[src/rtl/srch_pkg.sv]
package srch_pkg;
  localparam int SEARCH_BITS = 4;
  localparam int XFER_BITS   = 2 * SEARCH_BITS;
  localparam int IDX_W       = $clog2(XFER_BITS);
  localparam int SIDX_W      = $clog2(SEARCH_BITS);
  localparam int PH_W        = 2;
  localparam logic [PH_W-1:0] PH_READ0 = 2'd0;
  localparam logic [PH_W-1:0] PH_READ1 = 2'd1;
  localparam logic [PH_W-1:0] PH_WRITE = 2'd2;

  typedef struct packed {
    logic             load;
    logic             capFirst;
    logic             capSecond;
    logic             capNormal;
    logic             accel;
    logic [IDX_W-1:0] bitIdx;
    logic [PH_W-1:0]  phase;
  } ctrlStrobe_t;
endpackage

[src/rtl/srch_ctrl.sv]
module srch_ctrl
  import srch_pkg::*;
(
  input  logic        clk,
  input  logic        rst_n,
  input  logic        start,
  input  logic        accelEn,
  input  logic        slotAck,
  output logic        busy,
  output logic        slotReq,
  output logic        doneValid,
  output ctrlStrobe_t strobe
);
  typedef enum logic [1:0] {S_IDLE, S_SLOT, S_DONE} state_t;

  state_t           state;
  logic             accelR;
  logic [IDX_W-1:0] bitIdx;
  logic [PH_W-1:0]  phase;
  logic [IDX_W-1:0] lastBit;
  logic [PH_W-1:0]  lastPhase;
  logic             slotDone;

  assign lastBit   = accelR ? IDX_W'(SEARCH_BITS - 1) : IDX_W'(XFER_BITS - 1);
  assign lastPhase = accelR ? PH_WRITE : PH_READ0;
  assign slotDone  = (state == S_SLOT) && slotAck;

  always_ff @(posedge clk or negedge rst_n) begin
    if (!rst_n) begin
      state  <= S_IDLE;
      accelR <= 1'b0;
      bitIdx <= '0;
      phase  <= PH_READ0;
    end else begin
      unique case (state)
        S_IDLE: if (start) begin
          accelR <= accelEn;
          bitIdx <= '0;
          phase  <= PH_READ0;
          state  <= S_SLOT;
        end
        S_SLOT: if (slotAck) begin
          if (phase == lastPhase) begin
            phase <= PH_READ0;
            if (bitIdx == lastBit) state <= S_DONE;
            else bitIdx <= bitIdx + 1'b1;
          end else begin
            phase <= phase + 1'b1;
          end
        end
        default: state <= S_IDLE;
      endcase
    end
  end

  always_comb begin
    busy      = (state != S_IDLE);
    slotReq   = (state == S_SLOT);
    doneValid = (state == S_DONE);
    strobe.load      = (state == S_IDLE) && start;
    strobe.capFirst  = slotDone && accelR && (phase == PH_READ0);
    strobe.capSecond = slotDone && accelR && (phase == PH_READ1);
    strobe.capNormal = slotDone && !accelR;
    strobe.accel     = accelR;
    strobe.bitIdx    = bitIdx;
    strobe.phase     = phase;
  end

  // a pending request is not withdrawn before its acknowledge
  p_req_hold_r3: assert property (@(posedge clk) disable iff (!rst_n)
    slotReq && !slotAck |=> slotReq);

  // completion is a single-cycle pulse
  p_done_pulse_r9: assert property (@(posedge clk) disable iff (!rst_n)
    doneValid |=> !doneValid);

  // an exchange begins only from an accepted start
  p_busy_from_start_r2: assert property (@(posedge clk) disable iff (!rst_n)
    $rose(busy) |-> $past(start));
endmodule

[src/rtl/srch_datapath.sv]
module srch_datapath
  import srch_pkg::*;
(
  input  logic                 clk,
  input  logic                 rst_n,
  input  ctrlStrobe_t          strobe,
  input  logic [XFER_BITS-1:0] hostData,
  input  logic                 slotReq,
  input  logic                 slotAck,
  input  logic                 slotRdBit,
  input  logic                 doneValid,
  output logic                 slotBit,
  output logic [XFER_BITS-1:0] doneData,
  output logic                 noDevErr
);
  logic [XFER_BITS-1:0]   dirR;
  logic [XFER_BITS-1:0]   normR;
  logic [SEARCH_BITS-1:0] sentR;
  logic [SEARCH_BITS-1:0] discR;
  logic                   firstR;
  logic                   errR;
  logic [SIDX_W-1:0]      sIdx;

  assign sIdx = strobe.bitIdx[SIDX_W-1:0];

  always_ff @(posedge clk or negedge rst_n) begin
    if (!rst_n) begin
      dirR   <= '0;
      normR  <= '0;
      sentR  <= '0;
      discR  <= '0;
      firstR <= 1'b0;
      errR   <= 1'b0;
    end else if (strobe.load) begin
      dirR   <= hostData;
      normR  <= '0;
      sentR  <= '0;
      discR  <= '0;
      firstR <= 1'b0;
      errR   <= 1'b0;
    end else begin
      if (strobe.capFirst) firstR <= slotRdBit;
      if (strobe.capNormal) normR[strobe.bitIdx] <= slotRdBit;
      if (strobe.capSecond) begin
        unique case ({firstR, slotRdBit})
          2'b00: begin
            sentR[sIdx] <= dirR[sIdx];
            discR[sIdx] <= 1'b1;
          end
          2'b11: begin
            sentR[sIdx] <= 1'b1;
            discR[sIdx] <= 1'b1;
            errR        <= 1'b1;
          end
          default: begin
            sentR[sIdx] <= firstR;
            discR[sIdx] <= 1'b0;
          end
        endcase
      end
    end
  end

  always_comb begin
    if (!strobe.accel)                 slotBit = dirR[strobe.bitIdx];
    else if (strobe.phase == PH_WRITE) slotBit = sentR[sIdx];
    else                               slotBit = 1'b1;
  end

  assign doneData = strobe.accel ? {sentR, discR} : normR;
  assign noDevErr = doneValid && errR;

  // the bit offered in a slot does not change while it waits
  p_bit_stable_r3: assert property (@(posedge clk) disable iff (!rst_n)
    slotReq && !slotAck |=> $stable(slotBit));

  // a no-device error implies a bit both written as 1 and flagged
  p_err_flagged_r8: assert property (@(posedge clk) disable iff (!rst_n)
    noDevErr |-> ((doneData[XFER_BITS-1:SEARCH_BITS] & doneData[SEARCH_BITS-1:0]) != '0));

  // the error output never appears outside a completion
  p_err_with_done_r9: assert property (@(posedge clk) disable iff (!rst_n)
    !doneValid |-> !noDevErr);
endmodule

[src/rtl/srch_accel.sv]
module srch_accel
  import srch_pkg::*;
(
  input  logic                 clk,
  input  logic                 rst_n,
  input  logic                 accelEn,
  input  logic                 start,
  input  logic [XFER_BITS-1:0] hostData,
  output logic                 busy,
  output logic                 slotReq,
  output logic                 slotBit,
  input  logic                 slotAck,
  input  logic                 slotRdBit,
  output logic                 doneValid,
  output logic [XFER_BITS-1:0] doneData,
  output logic                 noDevErr
);
  ctrlStrobe_t strobe;

  srch_ctrl u_ctrl (
    .clk       (clk),
    .rst_n     (rst_n),
    .start     (start),
    .accelEn   (accelEn),
    .slotAck   (slotAck),
    .busy      (busy),
    .slotReq   (slotReq),
    .doneValid (doneValid),
    .strobe    (strobe)
  );

  srch_datapath u_dp (
    .clk       (clk),
    .rst_n     (rst_n),
    .strobe    (strobe),
    .hostData  (hostData),
    .slotReq   (slotReq),
    .slotAck   (slotAck),
    .slotRdBit (slotRdBit),
    .doneValid (doneValid),
    .slotBit   (slotBit),
    .doneData  (doneData),
    .noDevErr  (noDevErr)
  );
endmodule

[config.mk]
export PLATFORM = sky130hd
export DESIGN_NAME = srch_accel
export DESIGN_NICKNAME = d
export VERILOG_FILES = /design/src/rtl/srch_pkg.sv /design/src/rtl/srch_ctrl.sv /design/src/rtl/srch_datapath.sv /design/src/rtl/srch_accel.sv
export SDC_FILE = /design/constraint.sdc
export NUM_CORES = 1
export LEC_CHECK = 0
export CAP_MARGIN = 20
export CORE_ASPECT_RATIO = 0.9
export CORE_MARGIN = 5
export CORE_UTILIZATION = 55
export CTS_CLUSTER_DIAMETER = 100
export DETAILED_ROUTE_END_ITERATION = 12
export PLACE_DENSITY = 0.76
export SLEW_MARGIN = 25
export SYNTH_ARGS = -nofsm -noshare
export SYNTH_HDL_FRONTEND = slang
export SYNTH_SLANG_ARGS = --single-unit
[constraint.sdc]
create_clock -name clk -period 1.78 [get_ports clk]
set_input_delay 0.178 -clock clk [delete_from_list [all_inputs] [get_ports clk]]
set_output_delay 0.178 -clock clk [all_outputs]
set_load 0.05 [all_outputs]
### Word level (Yosys, flattened, before mapping)

Index checks and enable logic that the tools add are counted.

| operators by class | value |
|---|---|
| $add $sub $neg | 2 |
| $lt $le $gt $ge | 5 |
| equal/unequal tests | 12 |
| muxes and demuxes | 45 |
| bitwise operators | 4 |
| reduce and logical (&&, ||, !) cells | 25 |

Operators with widths:

| kind | count |
|---|---|
| 8-bit two-way mux | 3 |
| 4-bit two-way mux | 5 |
| 2-bit two-way mux | 8 |
| 3-bit two-way mux | 5 |
| 1-bit two-way mux | 12 |
| 2-bit nonzero test | 6 |
| 1-bit logical AND | 9 |
| 4-bit bitwise mux | 2 |
| 8-bit bitwise mux | 1 |
| 4-bit OR | 2 |
| 2-bit case mux with 2 select lines | 2 |
| 4-bit case mux with 2 select lines | 1 |
| 2-bit equality test, second input constant | 3 |
| 2-bit zero test | 3 |
| 2-bit by 1-bit != test with 1-bit output, second input constant | 3 |
| 3-bit case mux with 2 select lines | 1 |
| 5-bit AND reduction | 1 |
| 4-bit AND | 1 |
| 1-bit binary-select mux with 2-bit select | 2 |
| 2-bit by 1-bit equality test with 1-bit output, second input constant | 2 |
| 2-bit by 4-bit < comparator with 1-bit output, second input constant | 1 |
| 3-bit by 4-bit < comparator with 1-bit output, second input constant | 1 |
| 2-bit != test, second input constant | 2 |
| 4-bit inverter | 1 |
| 15 further kinds | 16 |

| word-level totals | value |
|---|---|
| flip-flop bits (word level) | 34 |
| input bits | 14 |
| output and inout port bits | 13 |

### Longest topological paths before layout

| depth | value |
|---|---|
| depth in word-level cells | 9 |
| gate-level depth with buffers | 7 |
| gate-level depth less buffers | 6 |

### By module

A second synthesis with hierarchy kept.

| second synthesis, totals | value |
|---|---|
| cells, all modules | 197 |
| area total of the unflattened synthesis | 2028.2 um^2 |

By module, submodules not included:

| module | times used | cells an instance | area each (um^2) | sequential area each (um^2) |
|---|---|---|---|---|
| srch_datapath | 1 | 146 | 1488.9 | 650.6 |
| srch_ctrl | 1 | 51 | 539.3 | 200.2 |

### Worst setup path after synthesis

Ideal clock, no wire load.

| timing | value |
|---|---|
| path kind | reg-to-output |
| start point | register u_ctrl.accelR |
| end point | output doneData[6] |
| arrival | 1807 ps |
| data required time | 1602 ps |
| path slack | -205 ps |
| stages on the path, launching flop included | 4 |
| path buffers | 2 |
| cells stage by stage | dfrtp_1 buf_6 clkbuf_1 o21ai_0 |

| between the ends | value |
|---|---|
| longest elaborated chain between the ends | 1 |

Ends and longest elaborated chain:

| element | RTL line | source |
|---|---|---|
| start: declaration | srch_ctrl.sv:17 | `logic accelR;` |
| start signal: assignment | srch_ctrl.sv:37 | `accelR <= accelEn;` |
| 8-bit two-way mux | srch_datapath.sv:70 | `assign doneData = strobe.accel ? {sentR, discR} : normR;` |
| end: declaration | srch_accel.sv:15 | `output logic [XFER_BITS-1:0] doneData,` |

Every way passes these cells.

### Worst setup path after layout

| timing | value |
|---|---|
| start point | register u_ctrl.bitIdx[0] |
| end point | output slotBit |

| between the ends | value |
|---|---|
| longest elaborated chain between the ends | 4 |
| elaborated cells on any way between the ends | 6 |

Ends and longest elaborated chain:

| element | RTL line | source |
|---|---|---|
| start: declaration | srch_ctrl.sv:18 | `logic [IDX_W-1:0] bitIdx;` |
| start signal: assignment | srch_ctrl.sv:46 | `else bitIdx <= bitIdx + 1'b1;` |
| 1-bit binary-select mux with 2-bit select | srch_datapath.sv:66 | `else if (strobe.phase == PH_WRITE) slotBit = sentR[sIdx];` |
| 1-bit two-way mux (not written as such) | srch_datapath.sv:66 |  |
| 1-bit two-way mux | srch_datapath.sv:66 |  |
| 1-bit two-way mux (*) | srch_datapath.sv:65 | `if (!strobe.accel) slotBit = dirR[strobe.bitIdx];` |
| end: declaration | srch_accel.sv:11 | `output logic slotBit,` |

Every way passes the cells marked *; elsewhere a longest branch is shown, timed or not. The select of a mux whose other input is x is not followed.

==> impl_metrics.prom <==
# TYPE chip_impl_metric gauge
chip_impl_info{name="crit_family",value="multiplexers"} 1
chip_impl_metric{name="final_instance_count_without_filler_cells",unit=""} 318
chip_impl_metric{name="final_min_period_over_clock_period",unit="%"} 112
chip_impl_metric{name="rr_worst_depth",unit=""} 7
chip_impl_metric{name="synth_enable_flop_cells",unit=""} 0
chip_impl_metric{name="vias_in_the_first_global_route",unit=""} 1802
chip_impl_metric{name="fillers",unit=""} 288
chip_impl_metric{name="grt-ovfl-total",unit=""} 0
chip_impl_metric{name="dp_hpwl",unit="um"} 3650
chip_impl_metric{name="core_region_area",unit="um^2"} 3730
chip_impl_metric{name="synth_cells",unit=""} 222
chip_impl_metric{name="n_antenna_cell",unit=""} 0
chip_impl_metric{name="power.ir.vdd_worst",unit="mV"} 0.817
chip_impl_metric{name="die_height",unit="um"} 69.1
chip_impl_metric{name="total_instance_count_after_detailed_placement",unit=""} 306
chip_impl_metric{name="critical-path-max-stage-delay",unit="ns"} 0.56
chip_impl_info{name="layout.cells.most_common_list",value="sky130_fd_sc_hd__nand2_1 (38), sky130_fd_sc_hd__buf_4 (38), sky130_fd_sc_hd__dfrtp_1 (31)"} 1
chip_impl_metric{name="fmax",unit="GHz"} 0.503
chip_impl_info{name="cell_by_cell_trace_of_the_critical_path",value="mux4_2 > nor2_2 > nor2_1 > o22a_4 > buf_6"} 1
chip_impl_metric{name="p_per_area",unit="nW/um^2"} 1740
chip_impl_metric{name="placement_row_count",unit=""} 21
chip_impl_metric{name="cts.path.max_buffers",unit=""} 2
chip_impl_metric{name="design.die.area",unit="um^2"} 5220
chip_impl_metric{name="asyncSetResetFlopFracSynth",unit="%"} 100
chip_impl_info{name="critical_path.endpoint_type",value="primary output"} 1
chip_impl_metric{name="ys_seq_area_share",unit="%"} 39.9
chip_impl_metric{name="layout.cell_area.non_filler",unit="um^2"} 2770
chip_impl_info{name="rsz0062_at_grt",value="true"} 1
chip_impl_metric{name="placed_cell_area",unit="um^2"} 2580
chip_impl_metric{name="max_cap_viol_count",unit=""} 0
chip_impl_metric{name="grt_start_max_net_pins",unit=""} 35
chip_impl_metric{name="top_level_ports",unit=""} 27
chip_impl_metric{name="antenna_violating_nets_post_route",unit=""} 0
chip_impl_info{name="startpoint",value="u_ctrl.bitIdx[0]"} 1
chip_impl_info{name="min_path_type",value="input pin to asynchronous set/reset pin"} 1
chip_impl_metric{name="post_synthesis_net_count",unit=""} 246
chip_impl_metric{name="slew_violations",unit=""} 0
chip_impl_info{name="timing.rr.start",value="u_ctrl.bitIdx[0]"} 1
chip_impl_metric{name="power.leakage",unit="nW"} 1.27
chip_impl_info{name="clockRootBuffer",value="sky130_fd_sc_hd__clkbuf_8"} 1
chip_impl_metric{name="cts_buffers",unit=""} 5
chip_impl_metric{name="detail_route.wirelength",unit="um"} 5080
chip_impl_metric{name="drt_pre_antenna_iters",unit=""} 4
chip_impl_info{name="dominantRegCellSynth",value="sky130_fd_sc_hd__dfrtp_1"} 1
chip_impl_metric{name="insertion_delay",unit="ns"} 0.28
chip_impl_info{name="failed_checks",value="setup timing"} 1
chip_impl_metric{name="final_clock_skew",unit="ns"} 0.00490
chip_impl_info{name="r2r_end",value="u_dp.sentR[0]"} 1
chip_impl_info{name="run_status",value="finished, violations left"} 1
chip_impl_metric{name="area_growth_syn_to_layout",unit="%"} 29.8
chip_impl_metric{name="setup_violations",unit=""} 4
chip_impl_metric{name="worst_slack",unit="ns"} -0.209
chip_impl_metric{name="critical_path.n_buffers_inverters",unit=""} 1
chip_impl_metric{name="multi_input_area",unit="um^2"} 1210
chip_impl_metric{name="worst_ep_required_time",unit="ns"} 1.60
chip_impl_info{name="setup.worst_path.class",value="flop to primary output"} 1
chip_impl_metric{name="global_route_wire_length_before_repair",unit="um"} 8520
chip_impl_info{name="tritoncts_clock_tree",value="built"} 1
chip_impl_metric{name="reg2reg_slack",unit="ns"} -0.13
chip_impl_metric{name="drc_errors",unit=""} 0
chip_impl_metric{name="grt_usage",unit="%"} 20.8
chip_impl_info{name="crit_end",value="slotBit"} 1
chip_impl_metric{name="postSynthRegisterBits",unit=""} 34
chip_impl_info{name="worst_path_max_delay_cell",value="sky130_fd_sc_hd__mux4_2"} 1
chip_impl_metric{name="h_tree_depth_reported_by_cts",unit=""} 2
chip_impl_metric{name="hold_viol_final",unit=""} 0
chip_impl_metric{name="max_slew.worst_pin.slew",unit="ns"} 0.439
chip_impl_metric{name="drt_iter0_drc",unit=""} 156
chip_impl_info{name="timing.critical_path.from_type",value="flop"} 1
chip_impl_metric{name="num_vias",unit=""} 1831
chip_impl_metric{name="synth.avg_cell_area",unit="um^2"} 9.60
chip_impl_metric{name="ff_latch_area",unit="um^2"} 855
chip_impl_metric{name="clk_pin_slew",unit="ns"} 0.07
chip_impl_metric{name="nets",unit=""} 295
chip_impl_metric{name="arrival_time_worst_endpoint",unit="ns"} 1.81
chip_impl_metric{name="fp.dieW",unit="um"} 75.6
chip_impl_metric{name="timing.max_slew.rel_slack",unit="%"} 70.7
chip_impl_metric{name="worst-path-stages",unit=""} 5
chip_impl_metric{name="initial_antenna_violation_count",unit=""} 0
chip_impl_metric{name="synth.yosys.warnings",unit=""} 0
chip_impl_metric{name="period_minus_slack",unit="ns"} 1.99
chip_impl_metric{name="routed_wire_length_per_instance",unit="um"} 16.0
chip_impl_metric{name="route.detailed.vias_per_inst",unit=""} 5.76
chip_impl_metric{name="number_of_port_buffers",unit=""} 26
chip_impl_metric{name="clock_sink_count",unit=""} 34
chip_impl_metric{name="starting_density_of_the_core",unit="%"} 57.1
chip_impl_metric{name="syn-cell-area",unit="um^2"} 2130
chip_impl_metric{name="gpl.final_weighted_congestion",unit=""} 0.869
chip_impl_metric{name="final_layout_size_suffix_gt1_share",unit="%"} 32.0
chip_impl_metric{name="worst-path-max-fanout",unit=""} 6
chip_impl_metric{name="fin_util",unit="%"} 74.1
chip_impl_metric{name="post_synth_num_cell_types",unit=""} 48
-- per-stage QoR --
stage / setup TNS [ns] / total power, mW / hold WS [ns] / setup slack, ns
2_1_floorplan: 0 / 3.13 / -0.118 / 0.00191
3_3_place_gp: -1.56 / 3.88 / 0.456 / -0.227
3_5_place_dp: -1.95 / 3.92 / 0.469 / -0.292
4_1_cts: -0.228 / 4.67 / 0.321 / -0.226
5_1_grt: -0.833 / 5.12 / 0.356 / -0.281
6_report: -0.526 / 4.80 / 0.302 / -0.209
-- logic make-up (layout without fill, tap and decap cells) --
kind of cell / after synthesis / after routing / share of synthesized area (%)
DFF: 34 / 34 / 39.9
buffers and inverters: 24 / 74 / 5.40
AOI/OAI and AO/OA: 59 / 59 / 19.9
muxes: 13 / 13 / 8.46
xor gates and xnor gates: 2 / 2 / 0.822
adders and majority gates: 10 / 10 / 5.87
and+or+nand+nor: 80 / 80 / 19.6
-- synthesized netlist by cell type (2+ instances only) --
master	number	share of area (%)
sky130_fd_sc_hd__or2_0	3	0.88
sky130_fd_sc_hd__a211oi_1	2	0.70
sky130_fd_sc_hd__o41ai_2	6	4.6
sky130_fd_sc_hd__nand3_1	6	1.4
sky130_fd_sc_hd__or2_2	2	0.59
sky130_fd_sc_hd__clkbuf_1	6	1.1
sky130_fd_sc_hd__nor2_1	7	1.2
sky130_fd_sc_hd__ha_1	10	5.9
sky130_fd_sc_hd__a22o_1	4	1.6
sky130_fd_sc_hd__or3_1	2	0.59
sky130_fd_sc_hd__buf_6	2	1.1
sky130_fd_sc_hd__mux4_2	3	3.2
sky130_fd_sc_hd__nor2b_1	2	0.59
sky130_fd_sc_hd__and2_1	3	0.88
sky130_fd_sc_hd__a21oi_1	13	3.1
sky130_fd_sc_hd__nor3_1	2	0.47
sky130_fd_sc_hd__xor2_1	2	0.82
sky130_fd_sc_hd__dfrtp_1	34	40
sky130_fd_sc_hd__nand2b_1	3	0.88
sky130_fd_sc_hd__inv_1	9	1.6
sky130_fd_sc_hd__o21ai_0	11	2.6
sky130_fd_sc_hd__o22ai_1	4	1.2
sky130_fd_sc_hd__mux2_2	9	4.8
sky130_fd_sc_hd__nand2_1	38	6.7
sky130_fd_sc_hd__nand4_1	2	0.59
sky130_fd_sc_hd__buf_2	5	1.2
sky130_fd_sc_hd__a31oi_1	6	1.8
sky130_fd_sc_hd__o21ai_1	6	1.4
-- timing repair --
action / 4_1_cts / 5_1_grt
endpoints found under the setup margin: 5 / 7
setup buffers: 1 / 3
gates resized for setup: 2 / 14
pin swaps: 1 / 2
hold buffers: 0 / 0
-- worst min path at each step --
stage	slack [ns]	depth (start not counted)	startpoint	end
floorplan	-0.12	0	rst_n	u_ctrl.accelR
detailed placement	0.47	2	u_dp.dirR[5]	u_dp.dirR[5]
CTS	0.32	2	rst_n	u_dp.dirR[7]
global placement	0.46	2	u_dp.dirR[5]	u_dp.dirR[5]
finish	0.30	2	rst_n	u_dp.dirR[7]
global route	0.36	2	rst_n	u_dp.errR
-- routing by layer --
layer / vias up / global-route usage [%] / part of all wire, %
met3: 2 / 4.80 / 5.5
met5: - / 0 / 0
met2: 44 / 30.6 / 47
met1: 899 / 31.0 / 47
li1: 886 / - / -
met4: 0 / 4.85 / 0.30
-- sequential cells by signal (all words and copies together), names as in the netlist --
name	cells
u_ctrl.bitIdx	3
u_ctrl.state	2
u_dp.normR	8
u_ctrl.accelR	1
u_dp.discR	4
u_dp.sentR	4
u_ctrl.phase	2
u_dp.dirR	8
u_dp.firstR	1
u_dp.errR	1
-- layout make-up --
| type | instances | area share, % |
|---|---|---|
| clock buffer | 7 | 2.76 |
| clock inverter | 1 | 1.09 |
| inverter | 10 | 1.36 |
| multi-input combinational | 164 | 43.8 |
| sequential | 34 | 30.9 |
| tap | 46 | 2.08 |
| timing repair buffer | 56 | 18.0 |
-- where the power goes --
group / internal (mW) / switching (mW) / leakage, nW
registers: 1.07 / 0.258 / 0.440
logic: 1.24 / 1.54 / 0.773
clock network: 0.419 / 0.268 / 0.0524
No activity file was read; power rests on OpenSTA's default activity.
